==> src/rtl/i2cseq_pkg.sv <==
package i2cseq_pkg;

   // Primitive bus operations executed by the bit engine
   typedef enum logic [2:0] {
      OP_NONE,
      OP_START,
      OP_STOP,
      OP_WRITE,
      OP_READ
   } op_e;

   // Transaction steps of the sequencer
   typedef enum logic [3:0] {
      SQ_IDLE,
      SQ_START,
      SQ_ADDRW,
      SQ_INDEX,
      SQ_WDATA,
      SQ_RSTART,
      SQ_ADDRR,
      SQ_RDATA,
      SQ_STOP
   } seq_e;

endpackage

==> src/rtl/i2cseq_tick.sv <==
module i2cseq_tick #(
   parameter int QTR = 4
) (
   input  logic clk,
   input  logic rst_n,
   input  logic clr,
   output logic tick
);

   generate
      if (QTR <= 1) begin : g_every
         assign tick = 1'b1;
      end else begin : g_count
         localparam int CW = $clog2(QTR);
         logic [CW-1:0] cnt;

         always_ff @(posedge clk or negedge rst_n) begin
            if (!rst_n)
               cnt <= '0;
            else if (clr || cnt == CW'(QTR - 1))
               cnt <= '0;
            else
               cnt <= cnt + 1'b1;
         end

         assign tick = (cnt == CW'(QTR - 1));
      end
   endgenerate

endmodule

==> src/rtl/i2cseq_engine.sv <==
module i2cseq_engine
   import i2cseq_pkg::*;
(
   input  logic       clk,
   input  logic       rst_n,
   input  logic       tick,
   input  logic       go,
   input  op_e        op,
   input  logic [7:0] tx,
   input  logic       ack_out,
   input  logic       sda_in,
   output logic       done,
   output logic [7:0] rx,
   output logic       slv_ack,
   output logic       scl_pull,
   output logic       sda_pull
);

   logic       busy_q;
   op_e        op_q;
   logic [1:0] ph;
   logic [1:0] ph_n;
   logic [3:0] bitn;
   logic [7:0] sh;
   logic       ackout_q;
   logic       sda_low_val;
   logic       is_byte;
   logic       last_bit;

   assign ph_n     = ph + 2'd1;
   assign is_byte  = (op_q == OP_WRITE) || (op_q == OP_READ);
   assign last_bit = !is_byte || (bitn == 4'd8);

   // SDA level applied one quarter after SCL has fallen
   always_comb begin
      case (op_q)
         OP_START: sda_low_val = 1'b0;
         OP_STOP:  sda_low_val = 1'b1;
         OP_WRITE: sda_low_val = (bitn == 4'd8) ? 1'b0 : !sh[3'd7 - bitn[2:0]];
         OP_READ:  sda_low_val = (bitn == 4'd8) ? ackout_q : 1'b0;
         default:  sda_low_val = 1'b0;
      endcase
   end

   always_ff @(posedge clk or negedge rst_n) begin
      if (!rst_n) begin
         busy_q   <= 1'b0;
         done     <= 1'b0;
         op_q     <= OP_NONE;
         ph       <= 2'd0;
         bitn     <= 4'd0;
         sh       <= 8'd0;
         ackout_q <= 1'b0;
         rx       <= 8'd0;
         slv_ack  <= 1'b0;
         scl_pull <= 1'b0;
         sda_pull <= 1'b0;
      end else begin
         done <= 1'b0;
         if (!busy_q) begin
            if (go) begin
               busy_q   <= 1'b1;
               op_q     <= op;
               ph       <= 2'd0;
               bitn     <= 4'd0;
               sh       <= tx;
               ackout_q <= ack_out;
               scl_pull <= 1'b1;
            end
         end else if (tick) begin
            if (ph == 2'd3) begin
               if (last_bit) begin
                  busy_q <= 1'b0;
                  done   <= 1'b1;
               end else begin
                  bitn     <= bitn + 4'd1;
                  ph       <= 2'd0;
                  scl_pull <= 1'b1;
               end
            end else begin
               ph <= ph_n;
               case (ph_n)
                  2'd1:    sda_pull <= sda_low_val;
                  2'd2:    scl_pull <= 1'b0;
                  default: begin
                     if (op_q == OP_START)
                        sda_pull <= 1'b1;
                     else if (op_q == OP_STOP)
                        sda_pull <= 1'b0;
                     else if (op_q == OP_WRITE && bitn == 4'd8)
                        slv_ack <= !sda_in;
                     else if (op_q == OP_READ && bitn != 4'd8)
                        rx <= {rx[6:0], sda_in};
                  end
               endcase
            end
         end
      end
   end

endmodule

==> src/rtl/i2c_regseq.sv <==
module i2c_regseq
   import i2cseq_pkg::*;
#(
   parameter  int HALF_DIV  = 8,
   parameter  int MAX_BYTES = 4,
   localparam int LW        = $clog2(MAX_BYTES),
   localparam int DW        = 8 * MAX_BYTES
) (
   input  logic          clk,
   input  logic          rst_n,
   input  logic          cmd_valid,
   input  logic          cmd_read,
   input  logic [6:0]    cmd_addr,
   input  logic [7:0]    cmd_index,
   input  logic [LW-1:0] cmd_len_m1,
   input  logic [DW-1:0] cmd_wdata,
   output logic          busy,
   output logic          done,
   output logic          nack_err,
   output logic [DW-1:0] rdata,
   output logic          scl_pull,
   output logic          sda_pull,
   input  logic          sda_in
);

   localparam int QTR = HALF_DIV / 2;

   generate
      if (HALF_DIV < 2 || (HALF_DIV % 2) != 0) begin : g_bad_div
         $error("HALF_DIV must be an even number of at least 2");
      end
      if (MAX_BYTES < 2 || (1 << LW) != MAX_BYTES) begin : g_bad_len
         $error("MAX_BYTES must be a power of two of at least 2");
      end
   endgenerate

   seq_e          st;
   logic          pend;
   logic          lat_read;
   logic [6:0]    lat_addr;
   logic [7:0]    lat_index;
   logic [LW-1:0] lat_len;
   logic [DW-1:0] wbuf;
   logic [LW-1:0] cnt;
   logic          err_q;

   op_e           eng_op;
   logic [7:0]    eng_tx;
   logic          eng_go;
   logic          eng_done;
   logic [7:0]    eng_rx;
   logic          eng_ack;
   logic          tick;

   assign busy     = (st != SQ_IDLE);
   assign nack_err = err_q;
   assign eng_go   = pend;

   always_comb begin
      case (st)
         SQ_START, SQ_RSTART:                   eng_op = OP_START;
         SQ_ADDRW, SQ_INDEX, SQ_WDATA, SQ_ADDRR: eng_op = OP_WRITE;
         SQ_RDATA:                              eng_op = OP_READ;
         SQ_STOP:                               eng_op = OP_STOP;
         default:                               eng_op = OP_NONE;
      endcase
      case (st)
         SQ_ADDRW: eng_tx = {lat_addr, 1'b0};
         SQ_INDEX: eng_tx = lat_index;
         SQ_WDATA: eng_tx = wbuf[{cnt, 3'b000} +: 8];
         SQ_ADDRR: eng_tx = {lat_addr, 1'b1};
         default:  eng_tx = 8'd0;
      endcase
   end

   always_ff @(posedge clk or negedge rst_n) begin
      if (!rst_n) begin
         st        <= SQ_IDLE;
         pend      <= 1'b0;
         lat_read  <= 1'b0;
         lat_addr  <= '0;
         lat_index <= '0;
         lat_len   <= '0;
         wbuf      <= '0;
         cnt       <= '0;
         err_q     <= 1'b0;
         done      <= 1'b0;
         rdata     <= '0;
      end else begin
         done <= 1'b0;
         if (eng_go)
            pend <= 1'b0;
         if (st == SQ_IDLE) begin
            if (cmd_valid) begin
               lat_read  <= cmd_read;
               lat_addr  <= cmd_addr;
               lat_index <= cmd_index;
               lat_len   <= cmd_len_m1;
               wbuf      <= cmd_wdata;
               cnt       <= '0;
               err_q     <= 1'b0;
               pend      <= 1'b1;
               st        <= SQ_START;
            end
         end else if (eng_done) begin
            pend <= 1'b1;
            case (st)
               SQ_START:  st <= SQ_ADDRW;
               SQ_RSTART: st <= SQ_ADDRR;
               SQ_ADDRW:  st <= eng_ack ? SQ_INDEX : SQ_STOP;
               SQ_INDEX:  st <= !eng_ack ? SQ_STOP : (lat_read ? SQ_RSTART : SQ_WDATA);
               SQ_ADDRR:  st <= eng_ack ? SQ_RDATA : SQ_STOP;
               SQ_WDATA: begin
                  if (!eng_ack || cnt == lat_len)
                     st <= SQ_STOP;
                  else
                     cnt <= cnt + 1'b1;
               end
               SQ_RDATA: begin
                  rdata[{cnt, 3'b000} +: 8] <= eng_rx;
                  if (cnt == lat_len)
                     st <= SQ_STOP;
                  else
                     cnt <= cnt + 1'b1;
               end
               default: begin
                  st   <= SQ_IDLE;
                  pend <= 1'b0;
                  done <= 1'b1;
               end
            endcase
            if (!eng_ack && (st == SQ_ADDRW || st == SQ_INDEX ||
                             st == SQ_WDATA || st == SQ_ADDRR))
               err_q <= 1'b1;
         end
      end
   end

   i2cseq_tick #(.QTR(QTR)) u_tick (
      .clk   (clk),
      .rst_n (rst_n),
      .clr   (eng_go),
      .tick  (tick)
   );

   i2cseq_engine u_eng (
      .clk      (clk),
      .rst_n    (rst_n),
      .tick     (tick),
      .go       (eng_go),
      .op       (eng_op),
      .tx       (eng_tx),
      .ack_out  (cnt != lat_len),
      .sda_in   (sda_in),
      .done     (eng_done),
      .rx       (eng_rx),
      .slv_ack  (eng_ack),
      .scl_pull (scl_pull),
      .sda_pull (sda_pull)
   );

endmodule

==> config.mk <==
export PLATFORM = sky130hd
export DESIGN_NAME = i2c_regseq
export DESIGN_NICKNAME = d
export VERILOG_FILES = /design/src/rtl/i2cseq_pkg.sv /design/src/rtl/i2cseq_tick.sv /design/src/rtl/i2cseq_engine.sv /design/src/rtl/i2c_regseq.sv
export SDC_FILE = /design/constraint.sdc
export NUM_CORES = 1
export LEC_CHECK = 0
export CAP_MARGIN = 20
export CORE_ASPECT_RATIO = 1.4
export CORE_MARGIN = 2
export CORE_UTILIZATION = 45
export DETAILED_ROUTE_END_ITERATION = 7
export PLACE_DENSITY = 0.69
export SETUP_SLACK_MARGIN = 0.05
export SYNTH_ARGS = -nofsm -noshare
export SYNTH_HDL_FRONTEND = slang
export SYNTH_HIERARCHICAL = 1
export SYNTH_SLANG_ARGS = --single-unit
==> constraint.sdc <==
create_clock -name clk -period 5.25 [get_ports clk]
set_input_delay 1.3125 -clock clk [delete_from_list [all_inputs] [get_ports clk]]
set_output_delay 1.3125 -clock clk [all_outputs]
set_load 0.005 [all_outputs]
==> run metrics <==
Post-DRT Antenna Nets 0; DP Area 6830 sq um; status finished, final reports clean; Sink Count 124; hold_buf cts 0; synthesized area per cell about 12 sq um; CTS Buf Count 17; Crit path required time 3940 ps; total grt overflow 0; Post-synth ARST share between 90% and 100%; sequential share of the synthesized area 53.0%; number of global-route vias before repair between 4,000 and 5,000; power density over the cells slightly above 300 nW/um^2; post-layout util just under 60%; Main synth FF type dfrtp_1; share of cells above drive strength 1 between 20% and 30%; Startpoint Class flop; worst min-delay path class flop to flop; Worst-Margin Slew 1110 ps; distinct cell type count after synthesis 54; area leader, netlist dfrtp_1; placed instance count 718; Power, Total 2.31 mW; Max Fclk 0.306 GHz; Yosys warning total 6; global-route wire length before repair 20,400 um; synthesized cell area 5860 sq um; antenna diode count 0; DRT iter0 DRCs 259; Initial Util 45.9%; Post-synth EDFFs 0; Via density 5.33; Core ar. roughly 13,000 sq um; I/O pins just over 90; P_leak approximately 3.5 nW; CTS Buffer Depth 2; worst skew pair latency between 400 and 500 ps; RSZ-0062 raised after global routing false; Final Cell Area ~7500 sq um; Slew headroom 25.2%; Fin Clk Skew 9.63 ps; GR Util All Layers 18.5%; Cells after Synth 498; Setup-failing EPs final 0; Final Hold Fails 0; global placer's final weighted congestion just under 0.9; vias approximately 4,000; postcts setup bufs 0; crit share post-route 62.3%; Mapped Nets 563; Crit. End Element primary output; root buffer cell clkbuf_16; max_cap viols 0; clock-pin slew on the worst setup and hold paths 60 ps; Die W 100 um; # nets final 649; Max Fanout on Critical Path 17; row count 49; H-Tree Depth 4; CTS tree done; area growth from synthesis to layout 27.9%; Max VDD drop 208 uV; DP HPWL 8820 um; CP Class flop to primary output; fin. max-slew vios 0; initial antenna violation count 0; die area 14,000 sq um; number of port buffers 90; final cell count without fillers 750; Fillers around 1,100; Yosys reg bits around 120; setup TNS 0 ps; crit path DAT 1960 ps; fin crit period 3270 ps; PostCTS Resize Cnt 0; height of the die 139 um; DR WL/cell 16.1 um; total wire length 12,000 um; detailed-route DRC error count 0; first-pass detailed-route iteration total 4; share of the synthesized area in the top cell type 53.0%; maximum number of pins on one net before global-route repair 51; largest cells by area after synthesis dfrtp_1, mux2_2, mux4_2
power by group:
group          internal [mW]  switching [mW]  total [mW]  leakage (nW)
registers              0.957         0.00177       0.959          1.71
clock network          0.859           0.435        1.29         0.311
logic                 0.0366          0.0250      0.0616          1.43
layout make-up:
class	count	area, sq um	area share, %
clock inverters	13	213	2.84
repair buffers	94	928	12.4
inverters	38	143	1.90
multi-input cells	309	2470	33.0
clock buffers	19	443	5.91
flip-flops and latches	124	3100	41.4
well taps	153	191	2.56
synthesized netlist by cell type, types with 2 or more instances:
library cell and count:
a21oi_1 11, a221o_1 2, a22oi_1 8, a31oi_1 2
and2_1 3, and3_1 3, and4_1 4, buf_2 15
buf_4 4, clkbuf_1 6, dfrtp_1 124, ha_1 11
inv_1 38, mux2_1 4, mux2_2 67, mux2_4 2
mux2i_1 6, mux4_2 10, nand2_1 34, nand2b_1 5
nand3_1 43, nand3b_1 2, nor2_1 9, nor2b_1 4
nor3_1 7, nor3b_1 4, nor3b_2 2, o211ai_1 4
o21ai_0 34, o2bb2ai_1 2, or3_1 3, xnor2_1 2
xor2_1 2
final timing paths:
path	from	slack, ps	cells past startpoint	to
max in group asynchronous	rst_n	3390	2	u_eng/op_q[1]
setup / recovery	st[3]	1980	3	busy
hold / removal	rdata[13]	470	2	rdata[13]
hold reg to reg	rdata[13]	470	2	rdata[13]
setup reg to reg	cnt[0]	2580	5	rdata[5]
min in group asynchronous	rst_n	910	1	lat_index[6]
stage by stage:
stage / hold WS, ps / setup WS, ps
3_5_place_dp: 455 / 2090
4_1_cts: 465 / 1960
2_1_floorplan: 429 / 3060
6_report: 468 / 1980
5_1_grt: 485 / 1900
3_3_place_gp: 443 / 2130
worst max-delay path, cell delays in order (launching register included):
cell and delay, ps:
dfrtp_1 580, nor4_4 420, inv_1 90, clkdlybuf4s50_1 460
state kept, by name, indices dropped and copies added (netlist names), 2 cells and up:
signal	cells
cnt	2
lat_addr	7
lat_index	8
lat_len	2
rdata	32
st	4
u_eng/bitn	4
u_eng/op_q	3
u_eng/ph	2
u_eng/rx	8
u_eng/sh	8
u_tick/g_count.cnt	2
wbuf	32
cells in the final DEF (no fill, tap or decap), types with 7 or more instances in the layout:
| cell type | instances |
|---|---|
| a21oi_1 | 11 |
| a22oi_1 | 8 |
| clkbuf_16 | 17 |
| clkdlybuf4s50_1 | 89 |
| dfrtp_1 | 124 |
| ha_1 | 11 |
| inv_1 | 38 |
| mux2_2 | 67 |
| mux4_2 | 10 |
| nand2_1 | 34 |
| nand3_1 | 43 |
| nor2_1 | 9 |
| nor3_1 | 7 |
| o21ai_0 | 34 |
per-layer routing:
layer / routed length (um) / part of all wire [%] / GRT usage (%) / vias to the layer above
li1: - / - / - / 1940
met1: 5060 / 42 / 23.0 / 1958
met2: 6250 / 52 / 31.0 / 91
met3: 551 / 4.6 / 4.49 / 11
met4: 180 / 1.5 / 7.07 / 0
met5: 0 / 0 / 0 / -
kinds of logic (layout without fill, tap and decap cells):
kind of cell	after synthesis	after routing	synth area share (%)
buffers and inverters	65	164	4.87
AOI/OAI and AO/OA	72	72	7.71
xor gates and xnor gates	4	4	0.598
muxes	89	89	19.0
and+or+nand+nor	133	133	12.5
DFF	124	124	53.0
adders and majority gates	11	11	2.35
Note: power is estimated with default switching activity, not from simulation.
